### src/rtl/boot_seq_pkg.sv
package boot_seq_pkg;
  // Per-agent boot-mode strap encoding
  localparam logic [1:0] MODE_NONE   = 2'b00;
  localparam logic [1:0] MODE_SHARED = 2'b01;

  typedef enum logic [1:0] {
    AG_IDLE = 2'd0,
    AG_REQ  = 2'd1,
    AG_DONE = 2'd2
  } agent_state_e;

  typedef enum logic [1:0] {
    EN_IDLE = 2'd0,
    EN_RUN  = 2'd1,
    EN_WAIT = 2'd2
  } engine_state_e;
endpackage

### src/rtl/boot_agent.sv
module boot_agent
  import boot_seq_pkg::*;
(
  input  logic       clk,
  input  logic       rst,
  input  logic [1:0] mode_i,
  input  logic       finish_i,
  output logic       req_o,
  output logic       own_img_o,
  output logic       done_o
);
  agent_state_e state_q;

  always_ff @(posedge clk) begin
    if (rst) begin
      state_q   <= AG_IDLE;
      done_o    <= 1'b0;
      own_img_o <= 1'b0;
    end else begin
      case (state_q)
        AG_IDLE: begin
          own_img_o <= mode_i[1];
          if (mode_i == MODE_NONE) begin
            state_q <= AG_DONE;
            done_o  <= 1'b1;
          end else begin
            state_q <= AG_REQ;
          end
        end
        AG_REQ: begin
          if (finish_i) begin
            state_q <= AG_DONE;
            done_o  <= 1'b1;
          end
        end
        default: state_q <= AG_DONE;
      endcase
    end
  end

  assign req_o = (state_q == AG_REQ);
endmodule

### src/rtl/boot_arbiter.sv
module boot_arbiter #(
  parameter int N_AGENTS = 4,
  localparam int IDW = $clog2(N_AGENTS)
) (
  input  logic                clk,
  input  logic                rst,
  input  logic [N_AGENTS-1:0] req_i,
  output logic [N_AGENTS-1:0] grant_o,
  output logic [IDW-1:0]      owner_o
);
  logic [N_AGENTS-1:0] pick;
  logic [IDW-1:0]      pick_id;

  // Lowest index wins
  always_comb begin
    pick    = '0;
    pick_id = '0;
    for (int i = N_AGENTS - 1; i >= 0; i--) begin
      if (req_i[i]) begin
        pick    = '0;
        pick[i] = 1'b1;
        pick_id = IDW'(i);
      end
    end
  end

  always_ff @(posedge clk) begin
    if (rst) begin
      grant_o <= '0;
      owner_o <= '0;
    end else if (|grant_o) begin
      // hold until the owner drops its request, then leave one idle cycle
      if ((grant_o & req_i) == '0) grant_o <= '0;
    end else if (|req_i) begin
      grant_o <= pick;
      owner_o <= pick_id;
    end
  end
endmodule

### src/rtl/boot_copy_engine.sv
module boot_copy_engine
  import boot_seq_pkg::*;
#(
  parameter int N_AGENTS  = 4,
  parameter int IMG_WORDS = 256,
  parameter int DATA_W    = 32,
  localparam int IDW = $clog2(N_AGENTS),
  localparam int MAW = $clog2(IMG_WORDS),
  localparam int RAW = $clog2(N_AGENTS * IMG_WORDS)
) (
  input  logic                clk,
  input  logic                rst,
  input  logic [N_AGENTS-1:0] grant_i,
  input  logic [IDW-1:0]      owner_i,
  input  logic                own_img_i,
  output logic                rom_cs_o,
  output logic [RAW-1:0]      rom_addr_o,
  input  logic [DATA_W-1:0]   rom_data_i,
  output logic [N_AGENTS-1:0] wr_we_o,
  output logic [MAW-1:0]      wr_addr_o,
  output logic [DATA_W-1:0]   wr_data_o,
  output logic [N_AGENTS-1:0] finish_o
);
  localparam logic [MAW-1:0] LAST = MAW'(IMG_WORDS - 1);

  engine_state_e    st_q;
  logic [MAW-1:0]   rd_idx_q;
  logic             vld2_q;
  logic [MAW-1:0]   idx2_q;
  logic [RAW-1:0]   base;

  assign base = own_img_i ? RAW'(owner_i) * RAW'(IMG_WORDS) : '0;

  // Issue stage
  always_ff @(posedge clk) begin
    if (rst) begin
      st_q       <= EN_IDLE;
      rom_cs_o   <= 1'b0;
      rom_addr_o <= '0;
      rd_idx_q   <= '0;
    end else begin
      case (st_q)
        EN_IDLE: begin
          if (|grant_i) begin
            st_q       <= EN_RUN;
            rom_cs_o   <= 1'b1;
            rom_addr_o <= base;
            rd_idx_q   <= '0;
          end
        end
        EN_RUN: begin
          if (rd_idx_q == LAST) begin
            rom_cs_o <= 1'b0;
            st_q     <= EN_WAIT;
          end else begin
            rd_idx_q   <= rd_idx_q + 1'b1;
            rom_addr_o <= rom_addr_o + 1'b1;
          end
        end
        EN_WAIT: if (grant_i == '0) st_q <= EN_IDLE;
        default: st_q <= EN_IDLE;
      endcase
    end
  end

  // ROM access stage and write stage
  always_ff @(posedge clk) begin
    if (rst) begin
      vld2_q    <= 1'b0;
      idx2_q    <= '0;
      wr_we_o   <= '0;
      wr_addr_o <= '0;
      wr_data_o <= '0;
      finish_o  <= '0;
    end else begin
      vld2_q   <= rom_cs_o;
      idx2_q   <= rd_idx_q;
      wr_we_o  <= vld2_q ? grant_i : '0;
      finish_o <= (vld2_q && idx2_q == LAST) ? grant_i : '0;
      if (vld2_q) begin
        wr_addr_o <= idx2_q;
        wr_data_o <= rom_data_i;
      end
    end
  end
endmodule

### src/rtl/boot_seq_top.sv
module boot_seq_top
  import boot_seq_pkg::*;
#(
  parameter int N_AGENTS  = 4,
  parameter int IMG_WORDS = 256,
  parameter int DATA_W    = 32,
  localparam int IDW = $clog2(N_AGENTS),
  localparam int MAW = $clog2(IMG_WORDS),
  localparam int RAW = $clog2(N_AGENTS * IMG_WORDS)
) (
  input  logic                  clk,
  input  logic                  rst,
  input  logic [2*N_AGENTS-1:0] boot_mode_i,
  output logic                  rom_cs_o,
  output logic [RAW-1:0]        rom_addr_o,
  input  logic [DATA_W-1:0]     rom_data_i,
  output logic [N_AGENTS-1:0]   grant_o,
  output logic [N_AGENTS-1:0]   mem_we_o,
  output logic [MAW-1:0]        mem_addr_o,
  output logic [DATA_W-1:0]     mem_data_o,
  output logic [N_AGENTS-1:0]   done_o,
  output logic                  start_o
);
  logic [N_AGENTS-1:0] req;
  logic [N_AGENTS-1:0] own_img;
  logic [N_AGENTS-1:0] finish;
  logic [IDW-1:0]      owner;

  for (genvar g = 0; g < N_AGENTS; g++) begin : g_agent
    boot_agent i_agent (
      .clk      (clk),
      .rst      (rst),
      .mode_i   (boot_mode_i[2*g +: 2]),
      .finish_i (finish[g]),
      .req_o    (req[g]),
      .own_img_o(own_img[g]),
      .done_o   (done_o[g])
    );
  end

  boot_arbiter #(.N_AGENTS(N_AGENTS)) i_arb (
    .clk    (clk),
    .rst    (rst),
    .req_i  (req),
    .grant_o(grant_o),
    .owner_o(owner)
  );

  boot_copy_engine #(
    .N_AGENTS (N_AGENTS),
    .IMG_WORDS(IMG_WORDS),
    .DATA_W   (DATA_W)
  ) i_eng (
    .clk       (clk),
    .rst       (rst),
    .grant_i   (grant_o),
    .owner_i   (owner),
    .own_img_i (own_img[owner]),
    .rom_cs_o  (rom_cs_o),
    .rom_addr_o(rom_addr_o),
    .rom_data_i(rom_data_i),
    .wr_we_o   (mem_we_o),
    .wr_addr_o (mem_addr_o),
    .wr_data_o (mem_data_o),
    .finish_o  (finish)
  );

  // Start barrier: sticky once every agent is finished
  always_ff @(posedge clk) begin
    if (rst) start_o <= 1'b0;
    else     start_o <= start_o | (&done_o);
  end
endmodule

### config.mk
export PLATFORM = sky130hd
export DESIGN_NAME = boot_seq_top
export DESIGN_NICKNAME = d
export VERILOG_FILES = /design/src/rtl/boot_seq_pkg.sv /design/src/rtl/boot_agent.sv /design/src/rtl/boot_arbiter.sv /design/src/rtl/boot_copy_engine.sv /design/src/rtl/boot_seq_top.sv
export SDC_FILE = /design/constraint.sdc
export NUM_CORES = 1
export LEC_CHECK = 0
export ABC_AREA = 1
export BUFFER_PORTS_ARGS = -buffer_cell sky130_fd_sc_hd__buf_4
export CORE_MARGIN = 10
export CORE_UTILIZATION = 50
export CTS_CLUSTER_DIAMETER = 80
export CTS_CLUSTER_SIZE = 20
export DETAILED_ROUTE_END_ITERATION = 12
export PLACE_DENSITY_LB_ADDON = 0.3
export SYNTH_ARGS = -nofsm -noshare
export SYNTH_HDL_FRONTEND = slang
export SYNTH_SLANG_ARGS = --single-unit
### constraint.sdc
create_clock -name clk -period 1.9 [get_ports clk]
set_clock_uncertainty 0.15 [all_clocks]
set_input_delay 0.57 -clock clk [delete_from_list [all_inputs] [get_ports clk]]
set_output_delay 0.57 -clock clk [all_outputs]
set_load 0.005 [all_outputs]
==> Word level (Yosys, flattened, before mapping) <==
Index checks and enable logic that the tools add are counted.
{ "totals": {"register_bits": 101, "inputBits": 42, "out_inout_bits": 64, "wordCells": 137} }
{ "op_classes": {"add_sub_neg": 2, "n_lt_le_gt_ge": 1, "eq_ne": 21, "mux": 51, "bitwise_logic": 5, "n_reduce_logical": 32} }
{ "op_table": {"columns": ["operator", "n"], "rows": [
  ["10-bit two-way mux", 3],
  ["2-bit two-way mux", 15],
  ["4-bit two-way mux", 7],
  ["3-bit AND reduction", 7],
  ["2-bit by 1-bit inequality test with 1-bit output (second input constant)", 10],
  ["10-bit case mux with 2 select lines", 1],
  ["2-bit logical NOT", 9],
  ["8-bit equality test (second input constant)", 2],
  ["8-bit two-way mux", 2],
  ["2-bit case mux with 2 select lines", 4],
  ["8-bit case mux with 2 select lines", 1],
  ["2-bit nonzero test", 6],
  ["1-bit two-way mux", 11],
  ["10-bit by 1-bit adder with 10-bit output (second input constant)", 1],
  ["2-bit by 1-bit equality test with 1-bit output (second input constant)", 5],
  ["1-bit case mux with 2 select lines", 5],
  ["8-bit by 1-bit adder with 8-bit output (second input constant)", 1],
  ["4-bit logical NOT", 2],
  ["4-bit OR reduction", 2],
  ["2-bit inequality test (second input constant)", 3],
  ["2-bit case mux with 3 select lines", 1],
  ["4-bit bitwise AND", 1],
  ["2-bit AND reduction", 2],
  ["4-bit AND reduction", 1],
  ["other kinds (7)", 10]
]} }

==> Longest topological paths before layout <==
Gate-level depths: netlist (run 1).
{ "depth": {"depth_word": 7, "ltp_mapped": 10, "mapped_depth_nobuf": 10} }

==> By module <==
Synthesis (run 1) repeated with hierarchy kept, for this count alone.
{ "unflattened": {"hier_cells": 572, "area_unflattened_um2": 4115.2} }
{ "by_module_without_submodules": {"columns": ["mod", "n_inst", "cells_per_inst", "area_each_um2", "seq_area_each_um2"], "rows": [
  ["boot_copy_engine", 1, 415, 3042.9, 1561.5],
  ["boot_agent", 4, 23, 161.4, 80.1],
  ["boot_arbiter", 1, 50, 349.1, 120.1],
  ["boot_seq_top", 1, 15, 77.6, 20.0]
]} }

==> Worst setup path after synthesis (run 1) <==
No wires, ideal clock.
{ "synth_timing": {"kind": "input -> register", "startpoint": "input rst", "endpoint": "register i_eng.finish_o[0]", "arrival_time_ps": 1370, "slack_ps": 315, "stages": 5, "path_buffers": 1, "cell_sequence": "clkbuf_1 inv_2 nand4_1 or3_1 nor2_1"} }
{ "synth_between": {"elab_chain_cells": 1} }
{ "synth_rtl": {"columns": ["item", "line", "text"], "rows": [
  ["start, declared", "boot_seq_top.sv:12", "input logic rst,"],
  ["2-bit OR reduction (no source line)", null, null],
  ["end signal, assigned", "boot_copy_engine.sv:79", "finish_o <= (vld2_q && idx2_q == LAST) ? grant_i : '0;"],
  ["end, declared", "boot_copy_engine.sv:22", "output logic [N_AGENTS-1:0] finish_o"]
]} }
Every way passes these cells.
A chain may end at the register's enable or synchronous reset.

==> Worst setup path in the final report (run 1) <==
{ "layout_timing": {"startpoint": "register i_eng.rd_idx_q[1]", "endpoint": "register i_eng.rom_addr_o[8]"} }
{ "layout_between": {"elab_chain_cells": 3} }
{ "layout_rtl": {"columns": ["item", "line", "text"], "rows": [
  ["start, declared", "boot_copy_engine.sv:27", "logic [MAW-1:0] rd_idx_q;"],
  ["start signal, assigned", "boot_copy_engine.sv:56", "rd_idx_q <= rd_idx_q + 1'b1;"],
  ["8-bit equality test", "boot_copy_engine.sv:52", "if (rd_idx_q == LAST) begin"],
  ["2-bit inequality test (no source line)", null, null],
  ["3-bit AND reduction (no source line)", null, null],
  ["end signal, assigned", "boot_copy_engine.sv:47", "rom_addr_o <= base;"],
  ["end signal, assigned", "boot_copy_engine.sv:57", "rom_addr_o <= rom_addr_o + 1'b1;"],
  ["end, declared", "boot_copy_engine.sv:17", "output logic [RAW-1:0] rom_addr_o,"]
]} }
Every way passes these cells.

==> PnR_summary.wiki, run 1 <==
{| class="wikitable"
! Metric !! Value
|-
| Grt met3 use || 0.0523
|-
| Primary flip-flop cell chosen by synthesis mapping || sky130_fd_sc_hd__dfxtp_1
|-
| CTS H-tree lvls || 3
|-
| Post-synthesis simple-gate area fraction || 0.304
|-
| Fraction of met1 tracks used by global routing || 0.205
|-
| DIE AREA || roughly 12000 sq um
|-
| Worst hold path depth || 3
|-
| GR peak layer || met2
|-
| Cell area after layout || 4940 sq um
|-
| Total power density per cell area || about 1000 nW/um^2
|-
| Total Routed Length || between 9000 and 10000 um
|-
| Crit path kind || reg -> reg
|-
| Sequential-to-total area share from yosys stat || 0.515
|-
| PnR worst setup slack || ~0.18 ns
|-
| Initial antenna violation count || 0
|-
| Most common cell after layout, fill and taps aside || sky130_fd_sc_hd__nor2_1
|-
| Detailed-router iteration count before antenna repair || 4
|-
| Endpoint of the worst setup timing path || i_eng.rom_addr_o[8]
|-
| Global route total overflow || 0
|-
| Cell count after synthesis || around 530
|-
| Residual DRC || 0
|-
| Total number of vias || 3643
|-
| Min cycle time layout || 1.72 ns
|-
| Max-slew headroom || 0.687
|-
| Global Route met2 Usage || 0.268
|-
| Via/cell ratio || about 5.0
|-
| Startpoint of the most critical hold path || rom_data_i[12]
|-
| Unrepaired setup endpoints after global routing || false
|-
| Yosys cell types || 23
|-
| Net count, final || 670
|-
| Number of global-route vias before repair || 3466
|-
| Max-slew violation count || 0
|-
| Detailed placement HPWL || 7310 um
|-
| Post-route total power || around 5200 uW
|-
| Synthesized-area fraction occupied by adder cells || 0.00644
|-
| Core region area || ~7600 sq um
|-
| First-pass GRT wire length || 15900 um
|-
| Number of cells traversed by the worst register-to-register path || 10
|-
| Outcome || finished clean
|-
| Max-capacitance violation count || 0
|-
| Final routed wire length divided by cell count || ~13 um
|-
| Post-synthesis cell area || 3890 sq um
|-
| Cell count after placement || around 720
|-
| XOR/XNOR Fraction of Synth Area || 0.00450
|-
| Worst slew pin tran || between 0.4 and 0.5 ns
|-
| Quantity of hold-fixing buffers added after cts || 0
|-
| Clk_lat worst skew || about 0.36 ns
|-
| Layout-stage area growth over the synthesis result || 27.2%
|-
| First-iteration detailed-routing DRC count || 172
|-
| Flops & latches, synth || 100
|-
| Fraction of final layout cells with drive strength greater than 1 || 0.231
|-
| Post-synthesis async set-or-reset flop share || 0
|-
| Hold Fails Final Rpt || 0
|-
| R2R Path Start || i_eng.rd_idx_q[1]
|-
| CTS tree || yes
|-
| Final number of setup-violating endpoints || 0
|-
| Synth warnings || 0
|-
| Leakage power total || around 0.0023 uW
|-
| Count of boundary I/O pins || around 110
|-
| CTS clock-pin slew for the worst setup and hold paths || around 0.1 ns
|-
| Final clock period utilization by the worst path || 0.908
|-
| Required time at the worst-slack endpoint || between 2 and 2.5 ns
|-
| All-Layer GR Usage || 0.165
|-
| Maximum vdd ir drop || 0.553 mV
|-
| Post-Place Worst Slack || between 0.1 and 0.15 ns
|-
| Mux share of post-synthesis cell area || 0
|-
| Beginning of the critical path || i_eng.rd_idx_q[1]
|-
| DIE WIDTH || 108 um
|-
| CTS Buffer Depth || 2
|-
| Commonest cells after routing, fill and taps aside || 142 x sky130_fd_sc_hd__nor2_1, 110 x sky130_fd_sc_hd__buf_4, 100 x sky130_fd_sc_hd__dfxtp_1
|-
| Number of cells in the finished layout apart from fillers || 733
|-
| Chip height || 108 um
|-
| Register-to-register setup slack || about 0.18 ns
|-
| Number of buffers inserted by port buffering || 105
|-
| Number of nets in the synthesized netlist || 571
|-
| Worst hold path type || in -> reg
|-
| Number of diodes || 0
|-
| Arrival time of data at the critical path endpoint || about 1.8 ns
|-
| Buffer cell driving the clock tree root || sky130_fd_sc_hd__clkbuf_8
|-
| Number of antenna-violating nets in the routed design || 0
|-
| Number of sinks driven by the clock tree || 100
|-
| Average cell area after synthesis || 7.38 sq um
|-
| Number of buffers created by CTS || 9
|-
| Highest Clock Rate || 580 MHz
|-
| Fraction of the mapped netlist area in compound gates || 0.104
|-
| Pin count of the biggest net entering global routing || between 50 and 60
|-
| Largest family of logic cells by synthesized area || simple AND/OR/NAND/NOR gates
|-
| Worst Setup End Kind || flip-flop
|-
| Sum of negative setup slack || 0 ns
|-
| Initial Utilization || 0.509
|-
| Critical Path Source Type || flip-flop
|-
| Reg-to-Reg End || i_eng.rom_addr_o[8]
|-
| Post-placement cell area || approximately 4800 sq um
|-
| Maximum net fanout on the critical path || 17
|-
| Count of flip-flops with a built-in enable after synthesis || 0
|-
| Number of standard-cell rows in the floorplan || 32
|-
| GPL Wtd Cong || around 0.9
|}
## kinds of logic (layout without fill, tap and decap cells)
group | after synthesis | count (layout)
xor+xnor | 2 | 2
simple gates | 280 | 280
fa+ha+maj | 2 | 2
compound gates | 81 | 81
flops | 100 | 100
buf+inv | 62 | 166
## routing by layer
layer | share of wire | routed length, um | vias up
met5 | 0 | 0 | -
met4 | 0.0099 | 98 | 0
met3 | 0.068 | 669 | 10
li1 | - | - | 1875
met1 | 0.47 | 4610 | 1665
met2 | 0.46 | 4500 | 93
## cells in the mapped netlist, types with 2 or more instances
library cell	number	area share
sky130_fd_sc_hd__xor2_1	2	0.0045
sky130_fd_sc_hd__nand2_4	2	0.0058
sky130_fd_sc_hd__nor2_4	2	0.0058
sky130_fd_sc_hd__nand3_2	3	0.0077
sky130_fd_sc_hd__nand2_1	80	0.077
sky130_fd_sc_hd__o21ai_0	57	0.073
sky130_fd_sc_hd__nand2_2	2	0.0032
sky130_fd_sc_hd__nand3_1	29	0.037
sky130_fd_sc_hd__inv_1	38	0.037
sky130_fd_sc_hd__nand4_1	7	0.011
sky130_fd_sc_hd__ha_1	2	0.0064
sky130_fd_sc_hd__a21oi_1	23	0.030
sky130_fd_sc_hd__buf_4	4	0.0077
sky130_fd_sc_hd__or2_2	6	0.0097
sky130_fd_sc_hd__nor2_1	144	0.14
sky130_fd_sc_hd__nor3_1	3	0.0039
sky130_fd_sc_hd__clkbuf_1	18	0.017
sky130_fd_sc_hd__dfxtp_1	100	0.51
## per-stage QoR
stage           util  hold slack [ns]
6_report       0.647            0.276
5_1_grt        0.647            0.259
4_1_cts        0.646            0.265
3_5_place_dp   0.622            0.302
3_3_place_gp   0.622            0.291
2_1_floorplan      -            0.281
## cell type report
type | count | area, sq um
Fill cell | 697 | 2700
Sequential cell | 100 | 2000
Multi-Input combinational cell | 365 | 1640
Timing Repair Buffer | 111 | 846
Inverter | 39 | 146
Clock buffer | 10 | 138
Tap cell | 102 | 128
Clock inverter | 6 | 46.3
## sequential cells by signal, indices dropped and copies added, names as in the netlist
| register | count |
|---|---|
| i_eng.wr_addr_o | 8 |
| i_arb.owner_o | 2 |
| start_o | 1 |
| i_eng.rd_idx_q | 8 |
| g_agent.i_agent.done_o | 4 |
| i_eng.idx2_q | 8 |
| i_arb.grant_o | 4 |
| i_eng.finish_o | 4 |
| i_eng.vld2_q | 1 |
| i_eng.st_q | 2 |
| i_eng.wr_we_o | 4 |
| i_eng.rom_addr_o | 10 |
| i_eng.rom_cs_o | 1 |
| g_agent.i_agent.state_q | 8 |
| i_eng.wr_data_o | 32 |
| g_agent.i_agent.own_img_o | 3 |
## critical path: stages (launching register included)
cell and delay (ns):
sky130_fd_sc_hd__dfxtp_1 0.39, sky130_fd_sc_hd__ha_1 0.21, sky130_fd_sc_hd__nand2_1 0.12, sky130_fd_sc_hd__nor2_2 0.14
sky130_fd_sc_hd__nand2_2 0.08, sky130_fd_sc_hd__nand2_4 0.08, sky130_fd_sc_hd__nand2_4 0.13, sky130_fd_sc_hd__nand2_2 0.15
sky130_fd_sc_hd__inv_1 0.07, sky130_fd_sc_hd__nand2_1 0.06, sky130_fd_sc_hd__nand2_1 0.04
## how the worst min path moves through the flow
stage	endpoint	slack, ns
after floorplan	i_eng.vld2_q	0.28
after global placement	start_o	0.29
after detailed placement	i_eng.vld2_q	0.30
after CTS	i_eng.wr_data_o[12]	0.27
after global routing	i_eng.wr_data_o[12]	0.26
final	i_eng.wr_data_o[12]	0.28
## power breakdown
| part | total, uW | internal [uW] | switching [uW] |
|---|---|---|---|
| registers | 2540 | 2370 | 165 |
| clock network | 1270 | 525 | 747 |
| logic | 1370 | 576 | 799 |
## timing repair
item | 4_1_cts | 5_1_grt
resized for setup | 0 | 3
setup buffers | 0 | 0
setup endpoints to repair | 0 | 8
Note: power is estimated with default switching activity, not from simulation.
==> run 2, diff against run 1 <==
--- a/config.mk
+++ b/config.mk
@@ -7,6 +7,7 @@
 export LEC_CHECK = 0
 export ABC_AREA = 1
 export BUFFER_PORTS_ARGS = -buffer_cell sky130_fd_sc_hd__buf_4
+export CORE_ASPECT_RATIO = 0.5
 export CORE_MARGIN = 10
 export CORE_UTILIZATION = 50
 export CTS_CLUSTER_DIAMETER = 80
==> run 2 against run 1 <==
- clock power grew 46%
- sequential share of layout area shrank 1.0 points
- sequential power is essentially flat
- critical endpoint unchanged
- setup slack gained 0.032 ns
- largest power group unchanged
- fmax grew 1.9%
- worst hold slack gained 0.018 ns
- register-to-register slack gained 0.03 ns
- die area grew 1.8%
- power grew 12%
==> PnR_summary.wiki, run 2 (same netlist as run 1, synthesis figures left out) <==
{| class="wikitable"
! Metric !! Value
|-
| Outcome || finished clean
|-
| Register bank with the most flops || i_eng.wr_data_o
|-
| Number of standard-cell rows in the floorplan || 22
|-
| Core region area || between 7000 and 8000 sq um
|-
| Final routed wire length divided by cell count || between 10 and 15 um
|-
| PnR worst setup slack || a little over 0.2 ns
|-
| Detailed-router iteration count before antenna repair || 4
|-
| Residual DRC || 0
|-
| GPL Wtd Cong || around 0.85
|-
| Fill cell instance count of the final layout || between 600 and 700
|-
| Worst Setup End Kind || flip-flop
|-
| DIE AREA || 11900 sq um
|-
| Initial antenna violation count || 0
|-
| Unrepaired setup endpoints after global routing || false
|-
| Number of sinks driven by the clock tree || 100
|-
| R2R Path Start || i_eng.rd_idx_q[1]
|-
| Number of global-route vias before repair || 3233
|-
| CTS H-tree lvls || 3
|-
| DIE WIDTH || about 140 um
|-
| Critical Path Source Type || flip-flop
|-
| Max-slew violation count || 0
|-
| Global route total overflow || 0
|-
| Highest Clock Rate || slightly below 600 MHz
|-
| Hold EP || i_eng.wr_data_o[9]
|-
| Max-slew headroom || 0.687
|-
| Number of diodes || 0
|-
| Area of combinational cells with multiple inputs || 1640 sq um
|-
| Worst hold path depth || 3
|-
| Total number of vias || approximately 3.6k
|-
| Setup fix buffers added after clock tree synthesis || 0
|-
| First-pass GRT wire length || between 15000 and 20000 um
|-
| CTS clock-pin slew for the worst setup and hold paths || ~0.070 ns
|-
| Max FFs per register || 32
|-
| Number of cells traversed by the worst register-to-register path || 10
|-
| First-iteration detailed-routing DRC count || 194
|-
| Register-to-register setup slack || between 0.2 and 0.25 ns
|-
| Final number of setup-violating endpoints || 0
|-
| Commonest cells after routing, fill and taps aside || 142 x sky130_fd_sc_hd__nor2_1, 114 x sky130_fd_sc_hd__buf_4, 100 x sky130_fd_sc_hd__dfxtp_1
|-
| Sum of negative setup slack || 0 ns
|-
| Maximum net fanout on the critical path || 17
|-
| Worst hold path type || in -> reg
|-
| Crit path kind || reg -> reg
|-
| Via/cell ratio || 4.94
|-
| Largest registers ranked by flip-flop count || i_eng.wr_data_o (32), i_eng.rom_addr_o (10)
|-
| Leakage power total || 0.00233 uW
|-
| Number of antenna-violating nets in the routed design || 0
|-
| Combined flip-flop and latch cell area || 2000 sq um
|-
| Initial Utilization || 0.523
|-
| Number of buffers inserted by port buffering || ~110
|-
| Post-Place Worst Slack || around 0.12 ns
|-
| Clk_lat worst skew || about 0.34 ns
|-
| Worst slew pin tran || 0.466 ns
|-
| Hold Fails Final Rpt || 0
|-
| Total Routed Length || between 10000 and 15000 um
|-
| Buffer cell driving the clock tree root || sky130_fd_sc_hd__clkbuf_16
|-
| Most common cell after layout, fill and taps aside || sky130_fd_sc_hd__nor2_1
|-
| CTS Buffer Depth || 2
|-
| Maximum vdd ir drop || ~0.57 mV
|-
| Detailed placement HPWL || approximately 7700 um
|-
| Min cycle time layout || about 1.7 ns
|-
| Required time at the worst-slack endpoint || a little under 2 ns
|-
| Reg-to-Reg End || i_eng.rom_addr_o[8]
|-
| Pin count of the biggest net entering global routing || between 40 and 50
|-
| All-Layer GR Usage || 0.168
|-
| Total power density per cell area || 1140 nW/um^2
|-
| Final clock period utilization by the worst path || 0.891
|-
| Net count, final || ~670
|-
| Quantity of hold-fixing buffers added after cts || 0
|-
| Fraction of final layout cells with drive strength greater than 1 || 0.235
|-
| Resized cells post-CTS || 0
|-
| Max-capacitance violation count || 0
|-
| Chip height || 82.4 um
|-
| Number of buffers created by CTS || 9
|-
| Layout-stage area growth over the synthesis result || 30.5%
|-
| Startpoint of the most critical hold path || rom_data_i[9]
|-
| Count of boundary I/O pins || between 100 and 150
|-
| CTS tree || yes
|-
| Arrival time of data at the critical path endpoint || 1.78 ns
|}
## run 2: changes by cell type in the layout (fill, tap and decap cells not counted), sizes merged
cell / before / now
clkinv: 1 / 3
bufinv: 0 / 1
inv: 42 / 39
buf: 111 / 114
clkinvlp: 2 / 1
clkbuf: 10 / 11
## run 2: power breakdown
group	switching [uW]	total [uW]	internal (uW)
logic	817	1400	583
registers	171	2550	2370
clock network	769	1860	1090
total	1760	5810	4050
## run 2: layer usage
layer / vias up / wire length, um / global-route usage
li1: 1870 / - / -
met1: 1614 / 4960 / 0.218
met2: 113 / 4440 / 0.263
met3: 11 / 718 / 0.0547
met4: 0 / 112 / 0.0481
met5: - / 0 / 0
## run 2: how the worst max path moves through the flow
stage / endpoint / slack [ns] / startpoint / cells after the start
floorplan: i_eng.finish_o[0] / 0.31 / rst / 5
global placement: i_eng.rom_addr_o[8] / 0.22 / i_eng.rd_idx_q[1] / 10
detailed placement: i_eng.rom_addr_o[8] / 0.12 / i_eng.rd_idx_q[1] / 10
CTS: i_eng.rom_addr_o[8] / 0.11 / i_eng.rd_idx_q[1] / 10
global route: i_eng.rom_addr_o[8] / 0.03 / i_eng.rd_idx_q[1] / 10
finish: i_eng.rom_addr_o[8] / 0.21 / i_eng.rd_idx_q[1] / 10
## run 2: metrics by stage
stage	hold slack (ns)	area [sq um]	total power (uW)	cells	util
after global routing	0.289	5080	6130	730	0.683
final	0.294	5080	5810	730	0.683
after detailed placement	0.313	4760	3990	714	0.640
after floorplan	0.281	3890	3370	527	-
after global placement	0.299	4760	3950	714	0.640
after CTS	0.287	5070	5860	730	0.682
## run 2: final cells by class
cell class                 count  area share
clock buffer                  11      0.0498
multi-input combinational    365       0.323
timing repair buffer         114       0.169
tap                           96      0.0237
clock inverter                 5      0.0118
inverter                      39      0.0288
sequential                   100       0.394
## run 2: worst max-delay path, cell delays in order (launching register included)
cell	delay, ns
sky130_fd_sc_hd__dfxtp_1	0.37
sky130_fd_sc_hd__ha_1	0.20
sky130_fd_sc_hd__nand2_1	0.12
sky130_fd_sc_hd__nor2_2	0.14
sky130_fd_sc_hd__nand2_2	0.08
sky130_fd_sc_hd__nand2_4	0.07
sky130_fd_sc_hd__nand2_4	0.14
sky130_fd_sc_hd__nand2_2	0.15
sky130_fd_sc_hd__inv_1	0.06
sky130_fd_sc_hd__nand2_1	0.06
sky130_fd_sc_hd__nand2_1	0.04
